File: config.mk
export PLATFORM = sky130hd
export DESIGN_NAME = bwa_top
export DESIGN_NICKNAME = d
export VERILOG_FILES = /design/src/rtl/bwa_pkg.sv /design/src/rtl/bwa_addr_map.sv /design/src/rtl/bwa_lane_steer.sv /design/src/rtl/bwa_read_return.sv /design/src/rtl/bwa_top.sv
export SDC_FILE = /design/constraint.sdc
export NUM_CORES = 1
export LEC_CHECK = 0
export ABC_AREA = 1
export ABC_CLOCK_PERIOD_IN_PS = 1700
export BUFFER_PORTS_ARGS = -buffer_cell sky130_fd_sc_hd__buf_4
export CORE_UTILIZATION = 45
export CTS_CLUSTER_SIZE = 10
export DETAILED_ROUTE_END_ITERATION = 16
export PLACE_DENSITY = 0.86
export RECOVER_POWER = 50
export SLEW_MARGIN = 20
export SYNTH_ARGS = -nofsm -noshare
export SYNTH_HDL_FRONTEND = slang
export SYNTH_SLANG_ARGS = --single-unit
File: constraint.sdc
create_clock -name clk -period 1.7 [get_ports clk]
set_input_delay 0.34 -clock clk [delete_from_list [all_inputs] [get_ports clk]]
set_output_delay 0.34 -clock clk [all_outputs]
set_load 0.005 [all_outputs]
File: src/rtl/bwa_pkg.sv
package bwa_pkg;
  localparam int unsigned NLANES = 2;

  // Information kept alongside an issued device read to shape its return.
  typedef struct packed {
    logic odd;   // wide mode, upper byte selected
    logic half;  // full word requested
  } rd_tag_t;
endpackage

File: src/rtl/bwa_addr_map.sv
module bwa_addr_map #(
  parameter int unsigned HADDR_W = 20
) (
  input  logic               mode_wide,
  input  logic [HADDR_W-1:0] h_addr,
  input  logic               h_half,
  output logic [HADDR_W-1:0] dev_addr,
  output logic               misalign
);
  always_comb begin
    if (mode_wide) dev_addr = {1'b0, h_addr[HADDR_W-1:1]};
    else           dev_addr = h_addr;
  end

  // Halfword needs a wide device and an even byte address.
  assign misalign = h_half & (~mode_wide | h_addr[0]);
endmodule

File: src/rtl/bwa_lane_steer.sv
module bwa_lane_steer #(
  parameter int unsigned LANE_W = 8
) (
  input  logic                               mode_wide,
  input  logic                               a0,
  input  logic                               half,
  input  logic [bwa_pkg::NLANES*LANE_W-1:0]  wdata,
  output logic [bwa_pkg::NLANES*LANE_W-1:0]  lane_data,
  output logic [bwa_pkg::NLANES-1:0]         lane_sel
);
  localparam int unsigned NL = bwa_pkg::NLANES;

  for (genvar l = 0; l < NL; l++) begin : g_lane
    logic sel;
    always_comb begin
      if (mode_wide && half) sel = 1'b1;
      else if (mode_wide)    sel = (a0 == l[0]);
      else                   sel = (l == 0);
    end
    assign lane_sel[l] = sel;
    assign lane_data[l*LANE_W +: LANE_W] =
      !sel ? '0 : (half ? wdata[l*LANE_W +: LANE_W] : wdata[LANE_W-1:0]);
  end
endmodule

File: src/rtl/bwa_read_return.sv
module bwa_read_return #(
  parameter int unsigned LANE_W = 8
) (
  input  logic                              clk,
  input  logic                              rst,
  input  logic                              cap,
  input  bwa_pkg::rd_tag_t                  tag,
  input  logic [bwa_pkg::NLANES*LANE_W-1:0] dev_rdata,
  output logic [bwa_pkg::NLANES*LANE_W-1:0] rdata,
  output logic                              rvalid
);
  localparam int unsigned DW = bwa_pkg::NLANES * LANE_W;

  logic [DW-1:0] shaped;

  always_comb begin
    if (tag.half)     shaped = dev_rdata;
    else if (tag.odd) shaped = {{LANE_W{1'b0}}, dev_rdata[DW-1 -: LANE_W]};
    else              shaped = {{LANE_W{1'b0}}, dev_rdata[LANE_W-1:0]};
  end

  always_ff @(posedge clk) begin
    if (rst) begin
      rvalid <= 1'b0;
      rdata  <= '0;
    end else begin
      rvalid <= cap;
      if (cap) rdata <= shaped;
    end
  end

  AST_RVALID_AFTER_READ: assert property (@(posedge clk) disable iff (rst)
    cap |=> rvalid);
  AST_RVALID_ONLY_AFTER_READ: assert property (@(posedge clk) disable iff (rst)
    rvalid |-> $past(cap));
  AST_BYTE_UPPER_ZERO: assert property (@(posedge clk) disable iff (rst)
    (cap && !tag.half) |=> (rdata[DW-1 -: LANE_W] == '0));
endmodule

File: src/rtl/bwa_top.sv
module bwa_top #(
  parameter int unsigned HADDR_W = 20,
  parameter int unsigned LANE_W  = 8
) (
  input  logic                    clk,
  input  logic                    rst,
  input  logic                    mode_wide,
  input  logic [HADDR_W-1:0]      h_addr,
  input  logic                    h_rd,
  input  logic                    h_wr,
  input  logic                    h_half,
  input  logic [2*LANE_W-1:0]     h_wdata,
  output logic [2*LANE_W-1:0]     h_rdata,
  output logic                    h_rvalid,
  output logic                    h_align_err,
  output logic [HADDR_W-1:0]      d_addr,
  output logic                    d_re,
  output logic                    d_we,
  output logic [2*LANE_W-1:0]     d_wdata,
  output logic [1:0]              d_lane_oe,
  input  logic [2*LANE_W-1:0]     d_rdata
);
  import bwa_pkg::*;
  localparam int unsigned DW = NLANES * LANE_W;

  logic [HADDR_W-1:0] map_addr;
  logic               misalign;
  logic [DW-1:0]      steer_data;
  logic [NLANES-1:0]  steer_sel;
  logic               req, do_wr, do_rd;
  rd_tag_t            tag_q;

  bwa_addr_map #(.HADDR_W(HADDR_W)) u_map (
    .mode_wide (mode_wide),
    .h_addr    (h_addr),
    .h_half    (h_half),
    .dev_addr  (map_addr),
    .misalign  (misalign)
  );

  bwa_lane_steer #(.LANE_W(LANE_W)) u_steer (
    .mode_wide (mode_wide),
    .a0        (h_addr[0]),
    .half      (h_half),
    .wdata     (h_wdata),
    .lane_data (steer_data),
    .lane_sel  (steer_sel)
  );

  assign req   = h_rd | h_wr;
  assign do_wr = h_wr & ~misalign;
  assign do_rd = h_rd & ~h_wr & ~misalign;

  always_ff @(posedge clk) begin
    if (rst) begin
      d_addr      <= '0;
      d_re        <= 1'b0;
      d_we        <= 1'b0;
      d_wdata     <= '0;
      d_lane_oe   <= '0;
      h_align_err <= 1'b0;
      tag_q       <= '0;
    end else begin
      d_re        <= do_rd;
      d_we        <= do_wr;
      h_align_err <= req & misalign;
      d_wdata     <= do_wr ? steer_data : '0;
      d_lane_oe   <= do_wr ? steer_sel  : '0;
      if (req && !misalign) d_addr <= map_addr;
      if (do_rd) begin
        tag_q.odd  <= mode_wide & h_addr[0];
        tag_q.half <= h_half;
      end
    end
  end

  bwa_read_return #(.LANE_W(LANE_W)) u_ret (
    .clk       (clk),
    .rst       (rst),
    .cap       (d_re),
    .tag       (tag_q),
    .dev_rdata (d_rdata),
    .rdata     (h_rdata),
    .rvalid    (h_rvalid)
  );

  AST_ERR_BLOCKS_ACCESS: assert property (@(posedge clk) disable iff (rst)
    h_align_err |-> (!d_re && !d_we));
  AST_ONE_STROBE: assert property (@(posedge clk) disable iff (rst)
    $onehot0({d_re, d_we}));
  AST_WIDE_ADDR_SHIFT: assert property (@(posedge clk) disable iff (rst)
    ((d_re || d_we) && mode_wide) |-> (d_addr == ($past(h_addr) >> 1)));
  AST_NARROW_LANE0: assert property (@(posedge clk) disable iff (rst)
    (d_we && !mode_wide) |-> (d_lane_oe == 2'b01));
  AST_IDLE_LANES_QUIET: assert property (@(posedge clk) disable iff (rst)
    !d_we |-> (d_lane_oe == 2'b00));
  AST_WRITE_HAS_LANE: assert property (@(posedge clk) disable iff (rst)
    d_we |-> (d_lane_oe != 2'b00));
endmodule

After elaboration in Yosys (flattened, before gate mapping)

Index checks and enable logic that the tools add are counted.

Bits in writable memories: 0
Memory bits (read-only): 0
Input bits: 58
Logic and storage cells: 40
Bits in latches: 0
Register bits after elaboration: 60
Memories kept: 0
Output and inout bits: 58

$add $sub $neg: 0
Shifts and indexed selects: 0
Magnitude comparators: 0
Bitwise operators: 15
Muxes and demuxes: 8
Div/mod/pow operators: 0
Multiply operators: 0
Equality and inequality tests: 0
Reductions and logical operators: 6

Operator list:

| cell               | number |
|---|---|
| 20-bit 2-to-1 mux  | 1 |
| 16-bit 2-to-1 mux  | 1 |
| 8-bit 2-to-1 mux   | 2 |
| 1-bit inverter     | 7 |
| 1-bit AND          | 6 |
| 3-bit OR reduction | 2 |
| 1-bit 2-to-1 mux   | 4 |
| 1-bit logical AND  | 2 |
| 1-bit OR           | 2 |
| 2-bit OR reduction | 1 |
| 1-bit zero test    | 1 |

Longest topological paths before layout

Gate-level depths: netlist of the first run.

Depth after elaboration: 7
Mapped depth: 9
Mapped depth without buffers: 7

By module

A second synthesis of the first run with hierarchy kept.

Cell total of the unflattened synthesis: 449
Area, all modules: 2917.8 um2

Modules (own cells, without submodules):

| module          | times used | cells an instance | area each (um2) | sequential area each (um2) |
|---|---|---|---|---|
| bwa_top         | 1          | 210               | 1545.2          | 860.8 |
| bwa_read_return | 1          | 109               | 814.5           | 340.3 |
| bwa_lane_steer  | 1          | 65                | 284.0           | 0.0 |
| bwa_addr_map    | 1          | 65                | 274.0           | 0.0 |

Worst setup path after synthesis of the first run

Ideal clock, no wire load.

Path type: input-to-reg
Start: input port h_addr[0]
End: register d_addr[10]
Setup slack: 560 ps
Required time: 1587 ps
Stages on the path: 8
Arrival time: 1027 ps
Path buffers: 2
Library setup time: 113 ps
Cells stage by stage: inv_1 > nand2_1 > nand2_2 > nand2_1 > buf_4 > buf_2 > nor2_1 > nor2_1

Word-level cells in the longest chain between the ends: 4

RTL lines:

| item                 | RTL line           | text |
|---|---|---|
| start, declared      | bwa_top.sv:8       | `input logic [HADDR_W-1:0] h_addr,` |
| 1-bit OR             | bwa_addr_map.sv:16 | `assign misalign = h_half & (~mode_wide \| h_addr[0]);` |
| 1-bit AND            | bwa_addr_map.sv:16 |  |
| 1-bit zero test      | bwa_top.sv:69      | `if (req && !misalign) d_addr <= map_addr;` |
| 1-bit logical AND    | bwa_top.sv:69      |  |
| end signal, assigned | bwa_top.sv:69      |  |
| end, declared        | bwa_top.sv:16      | `output logic [HADDR_W-1:0] d_addr,` |

No other way between the ends.
A chain may end at the register's enable or synchronous reset.

==> qor.yml, run 1 <==
peakVddDrop_mv: 0.7247
drt_pre_antenna_iters: 4
start_kind: "input pin"
instances_no_fill: 550
clk_latency_ns: 0.33
holdWs_ns: 0.2254
core_area_um2: 5172
cts_resized: 0
io_buffers: 115
drtAntennaViolNets: 0
cts_root_buf: "clkbuf_8"
p_leak_nw: 1.856
synth_warnings: 0
critPathCaptureType: "flop"
r2r_setup_slack_ns: 0.39
drt-total-wl_mm: 6.164
hold_depth: 3
wl_per_cell_um: 11.21
vias: 2521
min_to: "d_wdata[3]$_SDFF_PP0_"
cts_num_sinks: 60
crit_arrival_ns: 1.62
tightest_slew_ns: 0.5434
period_share: 0.8170
hold_class: "input pin to flop"
setup_viol: 0
finalNetCount: 533
post_cts_buffers: 0
finClkSkew_ns: 0.005620
cts_buffers: 9
seqCellArea_um2: 1201
num_antenna_cells: 0
yosysUniqueCellTypes: 17
die_w_um: 75.54
rows: 26
cp.required_ns: 1.93
cts-hold-fix-buffers: 0
synth_area_um2: 2434
reg2regPathDepth: 5
grt_max_degree: 39
ios: 116
cts_htree_levels: 3
ys_seq_area_frac: 0.4936
drt_iter0_drc: 93
cap_viol_max_count: 0
max_freq_mhz: 720.0
grt_pass1_vias: 2207
syn-num-nets: 421
timing.rr.end: "u_ret.rdata[2]$_SDFFE_PP0P_"
multi_input_area_um2: 998.5
final-max-slew-violation-count: 0
reg2reg_from: "tag_q[0]$_SDFFE_PP0P_"
grt-ovfl-total: 0
worst_slack_ns: 0.3111
antenna_found_initial: 0
fin_crit_ns: 1.389
avgSynthCellArea_um2: 6.704
cts_tree: "built"
crit_type: "input pin to flop"
grt_usage: 0.2240
via_per_inst: 4.584
critPathMaxFanout: 19
slew_headroom: 0.6377
die_area_um2: 5706
hold_start: "h_wdata[3]"
place_ws_ns: 0.3123
initial_core_util: 0.4705
syn_to_final_growth_pct: 45.55
ys_ff_latch: 60
die_y_um: 75.54
layout-drive-gt1-share: 0.2667
grt_pass1_wl_mm: 9.425
hold_viol: 0
rsz0062_at_grt: "false"
synth_cells: 363
status: "completed"
hpwlAfterDp_mm: 4.455
fin_util: 0.6848
startpoint: "rst"
globalplace.congestion: 0.8404
fin_tns_setup_ns: 0
cts_buffer_depth: 2
cts.clk_slew.worst_paths_ns: 0.07
power.density_nw_per_um2: 985.4
post-place-cells: 534
drc: 0
fillers: 454
==> cell type report <==
cell class / count / area share
repair buffers: 118 / 0.2476
clock buffers: 11 / 0.03709
clock inverters: 5 / 0.02826
inverters: 39 / 0.04133
flip-flops and latches: 60 / 0.3391
multi-input cells: 247 / 0.2819
well taps: 70 / 0.02473
==> layer usage <==
| metal | vias to the layer above | GRT usage | part of all wire |
|---|---|---|---|
| li1 | 1324 | - | - |
| met1 | 1106 | 0.2611 | 0.45 |
| met2 | 82 | 0.3661 | 0.47 |
| met3 | 9 | 0.06746 | 0.061 |
| met4 | 0 | 0.1296 | 0.019 |
| met5 | - | 0 | 0 |
==> critical path: stages <==
cell      delay (ns)
clkbuf_1        0.41
inv_1           0.31
clkbuf_2        0.36
nand2_1         0.15
nor2_1          0.04
==> cell usage in the layout (no fill, tap or decap) <==
cell type and count:
o21ai_0 12, o21ai_1 1, clkbuf_4 28, nor2_1 71, clkbuf_8 9, bufinv_16 3, a31oi_1 8, clkbuf_2 1
clkbuf_1 7, clkinv_2 2, buf_4 83, dfxtp_1 60, inv_2 1, nand2_1 127, nand3_1 9, inv_1 37
buf_12 1, a21oi_1 19, clkinv_1 1
==> cell families (layout without fill, tap and decap cells) <==
family	Yosys count	after routing	synth area share
flip-flops	60	60	0.4936
AND/OR/NAND/NOR	207	207	0.3249
AO/OA/AOI/OAI	40	40	0.08637
buffers and inverters	56	173	0.09511
==> Yosys cell counts <==
cell type / instances / share of area
o21ai_0: 12 / 0.025
buf_1: 1 / 0.0015
nand2_1: 126 / 0.19
nand2_2: 1 / 0.0026
a31oi_1: 8 / 0.021
clkbuf_1: 6 / 0.0093
o21ai_1: 1 / 0.0021
buf_4: 1 / 0.0031
inv_1: 37 / 0.057
buf_6: 1 / 0.0046
nor2_1: 71 / 0.11
inv_2: 1 / 0.0015
buf_2: 8 / 0.016
a21oi_1: 19 / 0.039
nand3_1: 9 / 0.019
clkinv_1: 1 / 0.0015
dfxtp_1: 60 / 0.49
==> metrics by stage <==
step,instance area [µm²],power [mW]
after floorplan,2434,1.765
after global routing,3542,3.660
final,3542,3.490
after CTS,3566,3.528
after global placement,3334,2.004
after detailed placement,3334,2.018
==> how the worst max path moves through the flow <==
| stage | slack [ns] | to | cells past startpoint |
|---|---|---|---|
| final | 0.31 | d_addr[9]$_SDFFE_PP0P_ | 5 |
| after global routing | 0.15 | d_addr[17]$_SDFFE_PP0P_ | 5 |
| after CTS | 0.35 | d_re | 1 |
| after detailed placement | 0.31 | d_wdata[11]$_SDFF_PP0_ | 7 |
| after global placement | 0.36 | d_wdata[11]$_SDFF_PP0_ | 7 |
| after floorplan | 0.56 | d_addr[10]$_SDFFE_PP0P_ | 8 |
==> flip-flops by register name (all words and copies together) (netlist names) <==
register,cells
d_addr,20
d_lane_oe,2
d_re,1
d_wdata,16
d_we,1
h_align_err,1
tag_q,2
u_ret.rdata,16
u_ret.rvalid,1
==> power breakdown <==
group	internal (mW)	total [mW]	switching (mW)
Sequential	1.47	1.51	0.0355
Combinational	0.238	0.469	0.230
Clock	0.970	1.51	0.542
Power figures use the tool's default switching activity.
==> inputs of run 2 (changes only) <==
ABC_CLOCK_PERIOD_IN_PS = 1400   (was 1700)
clock period = 1.4 ns   (was 1.7 ns; I/O delays follow)
==> run 2 against run 1 <==
  * First-iteration DRC count is 29% higher
  * Utilization down 0.51 points
  * Critical path depth decreased by 4
  * Critical endpoint is now d_re
  * Highest routed layer unchanged
  * Register-to-register slack got worse by 0.13 ns
  * Non-clock buffer count up 4
  * Via count is 0.52% higher
  * Routed wire length fell by 1.3%
  * Worst setup slack got worse by 0.19 ns
  * Combinational power grew 23%
  * Worst hold slack lost 0.045 ns
  * Sequential cell count is the same
==> qor.yml, run 2 (synthesis results as in run 1) <==
final_cell_area_um2: 3516
start_kind: "flop"
finClkSkew_ns: 0.004563
cts_num_sinks: 60
holdWs_ns: 0.1809
cts_resized: 0
path_cells: "buf_4"
cts_buffer_depth: 2
fin_tns_setup_ns: 0
antenna_found_initial: 0
die_w_um: 75.54
finalNetCount: 537
globalplace.congestion: 0.7959
tightest_slew_ns: 0.6909
grt-ovfl-total: 0
p_leak_nw: 1.860
drt-total-wl_mm: 6.084
power.density_nw_per_um2: 1091
switching_share: 0.2423
drtAntennaViolNets: 0
power_switching_mw: 0.9298
ios: 116
wl_per_cell_um: 11.00
post_cts_buffers: 0
instances_no_fill: 553
grt_usage: 0.2201
cts-hold-fix-buffers: 0
largestRegisters: "d_addr (20), d_wdata (16), u_ret.rdata (16)"
top_register: "d_addr"
hold_viol: 0
cap_viol_max_count: 0
vias: 2534
initial_core_util: 0.4705
io_buffers: 115
rows: 26
layout-drive-gt1-share: 0.2733
setup_viol: 0
fillers: 473
crit_arrival_ns: 1.00
grt_max_degree: 39
path_buf_inv: 1
cts.clk_slew.worst_paths_ns: 0.06
critPathMaxStageDelay_ns: 0.50
placed_area_um2: 3364
final_cell_mix: "127 x nand2_1, 102 x buf_4, 71 x nor2_1"
cts_root_buf: "clkbuf_8"
clk_latency_ns: 0.32
cp.required_ns: 1.12
cpMaxStageDelayCell: "dfxtp_1"
core_area_um2: 5172
hold_class: "input pin to flop"
slew_headroom: 0.5394
critPathTopFamily: "flip-flops"
critPathMaxFanout: 10
num_antenna_cells: 0
peakVddDrop_mv: 0.7598
post-place-cells: 538
drt_pre_antenna_iters: 5
grt_pass1_wl_mm: 9.384
grt_pass1_vias: 2231
cts_htree_levels: 3
syn_to_final_growth_pct: 44.47
max_freq_mhz: 781.9
via_per_inst: 4.582
critPathCaptureType: "primary output"
die_y_um: 75.54
drt_iter0_drc: 120
crit_type: "flop to primary output"
p_clk_frac: 0.373
p_int_mw: 2.908
combPwrFrac: 0.150
cts_buffers: 9
power_frac_seq: 0.477
status: "completed"
rsz0062_at_grt: "false"
hpwlAfterDp_mm: 4.486
cts_tree: "built"
largest_reg_flops: 20
period_share: 0.9135
fin_crit_ns: 1.279
final_common_cell: "nand2_1"
die_area_um2: 5706
final-max-slew-violation-count: 0
drc: 0
run 2: cell types whose count changed in the layout (fill, tap and decap cells not counted):
cell	change
clkinv_2	-1
clkbuf_1	-1
clkbuf_4	-14
buf_4	+19
buf_12	-1
clkbuf_8	+4
bufinv_16	-3
run 2: path summary, 6_finish.rpt:
check                                            from                           end  slack [ns]  depth (start not counted)
worst max-delay path                  d_re$_SDFF_PP0_                          d_re        0.12                          1
worst min-delay path                       h_wdata[3]         d_wdata[3]$_SDFF_PP0_        0.18                          3
worst max register to register        d_re$_SDFF_PP0_  u_ret.rdata[12]$_SDFFE_PP0P_        0.26                          3
worst min register to register  tag_q[1]$_SDFFE_PP0P_         tag_q[1]$_SDFFE_PP0P_        0.46                          2
run 2: metrics by stage:
| stage | setup WS, ns | util | power, mW |
|---|---|---|---|
| final | 0.1211 | 0.6797 | 3.837 |
| after floorplan | 0.3091 | - | 2.143 |
| after detailed placement | 0.1959 | 0.6505 | 2.459 |
| after global placement | 0.2084 | 0.6505 | 2.443 |
| after CTS | 0.1118 | 0.6867 | 3.895 |
| after global routing | 0.05294 | 0.6797 | 4.017 |
run 2: per-layer routing:
metal / track usage / vias up / share of wire
met3: 0.07143 / 7 / 0.081
met5: 0 / - / 0
li1: - / 1332 / -
met4: 0.1337 / 0 / 0.012
met1: 0.2531 / 1106 / 0.43
met2: 0.3571 / 89 / 0.48
run 2: power groups by stage:
stage                     Clock [mW]  Combinational, mW  Sequential (mW)
after floorplan                    0              0.272             1.87
after global placement             0              0.575             1.87
after detailed placement           0              0.590             1.87
after CTS                       1.47              0.596             1.83
after global routing            1.52              0.654             1.84
final                           1.43              0.576             1.83
run 2: layout make-up:
cell class / instances / area, µm² / area share
Sequential cell: 60 / 1201 / 0.3416
Inverter: 39 / 146.4 / 0.04164
Clock inverter: 1 / 5.005 / 0.001423
Timing Repair Buffer: 122 / 894.6 / 0.2544
Clock buffer: 14 / 182.7 / 0.05196
Tap cell: 70 / 87.58 / 0.02491
Multi-Input combinational cell: 247 / 998.5 / 0.2840
==> inputs of run 3 (changes only) <==
CORE_ASPECT_RATIO = 1.2   (was unset)
CTS_CLUSTER_DIAMETER = 60   (was unset)
TNS_END_PERCENT = 1   (was unset)
==> run 3 against run 2 <==
  * Utilization is 2.7 points higher
  * Sequential cell count unchanged
  * Total power rose by 12%
  * Die area hardly changed
  * Cell count fell by 1.4%
  * Via count increased by 3.7%
  * Routed wire length rose by 6.0%
  * Critical endpoint unchanged
==> qor.yml, run 3 (synthesis results as in run 1) <==
ios: 116
critPathMaxStageDelay_ns: 0.53
cts_buffers: 9
multi_input_area_um2: 998.5
p_clk_frac: 0.436
start_kind: "flop"
tightest_slew_ns: 0.5679
power_frac_seq: 0.426
drc: 0
cpMaxStageDelayCell: "dfxtp_1"
via_per_inst: 4.824
critPathCaptureType: "primary output"
fin_util: 0.7067
crit_arrival_ns: 1.05
core_area_um2: 5080
cts_tree: "built"
drt_pre_antenna_iters: 4
grt_usage: 0.2288
globalplace.congestion: 0.8078
hold_class: "input pin to flop"
drt-total-wl_mm: 6.448
die_area_um2: 5707
syn_to_final_growth_pct: 47.51
critPathMaxFanout: 8
drt_iter0_drc: 100
fin_tns_setup_ns: 0
setup_viol: 0
post_cts_buffers: 0
wl_per_cell_um: 11.83
cts_resized: 0
cts_htree_levels: 3
cts_root_buf: "clkbuf_8"
period_share: 0.9533
path_buf_inv: 1
cap_viol_max_count: 0
grt_pass1_vias: 2433
layout-drive-gt1-share: 0.2784
clk_latency_ns: 0.34
rsz0062_at_grt: "false"
vias: 2629
finClkSkew_ns: 0.002811
cts_buffer_depth: 2
final-max-slew-violation-count: 0
cts-hold-fix-buffers: 0
status: "completed"
switching_share: 0.2400
fillers: 422
grt_max_degree: 39
peakVddDrop_mv: 0.8648
initial_core_util: 0.4791
final_common_cell: "nand2_1"
path_cells: "buf_4"
power_switching_mw: 1.031
holdWs_ns: 0.1670
combPwrFrac: 0.137
cts.clk_slew.worst_paths_ns: 0.07
finalNetCount: 538
path_depth: 1
power.density_nw_per_um2: 1197
top_register: "d_addr"
grt_pass1_wl_mm: 10.37
reg2regPathDepth: 3
fin_crit_ns: 1.335
p_int_mw: 3.266
slew_headroom: 0.6214
hold_viol: 0
cp.required_ns: 1.12
largest_reg_flops: 20
die_y_um: 82.56
drtAntennaViolNets: 0
critPathTopFamily: "flip-flops"
p_leak_nw: 1.893
hold_depth: 3
crit_type: "flop to primary output"
num_antenna_cells: 0
max_freq_mhz: 749.2
r2r_setup_slack_ns: 0.21
hpwlAfterDp_mm: 4.670
largestRegisters: "d_addr (20), d_wdata (16), u_ret.rdata (16)"
final_cell_mix: "127 x nand2_1, 107 x buf_4, 71 x nor2_1"
rows: 28
grt-ovfl-total: 0
cts_num_sinks: 60
antenna_found_initial: 0
die_w_um: 69.13
io_buffers: 115
seqCellArea_um2: 1201
-- run 3: cell types whose count changed in the layout (fill, tap and decap cells not counted) --
| cell | change |
|---|---|
| clkbuf_2 | -1 |
| clkbuf_8 | -4 |
| buf_4 | +5 |
| o21ai_0 | +1 |
| clkinvlp_4 | +2 |
| o21ai_1 | -1 |
| clkbuf_4 | -5 |
| bufinv_16 | +3 |
| clkinv_2 | +1 |
| buf_12 | +2 |
| clkbuf_1 | -1 |
-- run 3: final timing paths --
kind | from | to
hold reg to reg | u_ret.rdata[9]$_SDFFE_PP0P_ | u_ret.rdata[9]$_SDFFE_PP0P_
hold / removal | h_wdata[5] | d_wdata[5]$_SDFF_PP0_
setup / recovery | d_re$_SDFF_PP0_ | d_re
setup reg to reg | d_re$_SDFF_PP0_ | u_ret.rdata[14]$_SDFFE_PP0P_
-- run 3: through the flow --
step / setup slack (ns) / area (µm²) / cells / power, mW
floorplan: 0.3091 / 2434 / 363 / 2.143
global placement: 0.1970 / 3372 / 529 / 2.447
detailed placement: 0.1038 / 3372 / 529 / 2.465
CTS: 0.06102 / 3611 / 545 / 4.338
global route: 0.02639 / 3590 / 545 / 4.489
finish: 0.06532 / 3590 / 545 / 4.298
-- run 3: power groups by stage --
stage / sequential [mW] / combinational (mW) / clock [mW]
2_1_floorplan: 1.87 / 0.272 / 0
3_3_place_gp: 1.87 / 0.578 / 0
3_5_place_dp: 1.87 / 0.595 / 0
4_1_cts: 1.83 / 0.602 / 1.90
5_1_grt: 1.84 / 0.664 / 1.98
6_report: 1.83 / 0.590 / 1.88
-- run 3: layout make-up --
class,instances,share of cell area
repair buffers,123,0.2590
clock inverters,7,0.03207
flip-flops and latches,60,0.3346
clock buffers,9,0.03451
multi-input cells,247,0.2781
well taps,60,0.02091
inverters,39,0.04078
-- run 3: routing by layer --
metal | global-route usage | up-vias | routed length [µm]
met3 | 0.09345 | 10 | 495
met1 | 0.2303 | 1187 | 2559
met2 | 0.4252 | 95 | 3293
met4 | 0.08980 | 0 | 100
met5 | 0 | - | 0
li1 | - | 1337 | -
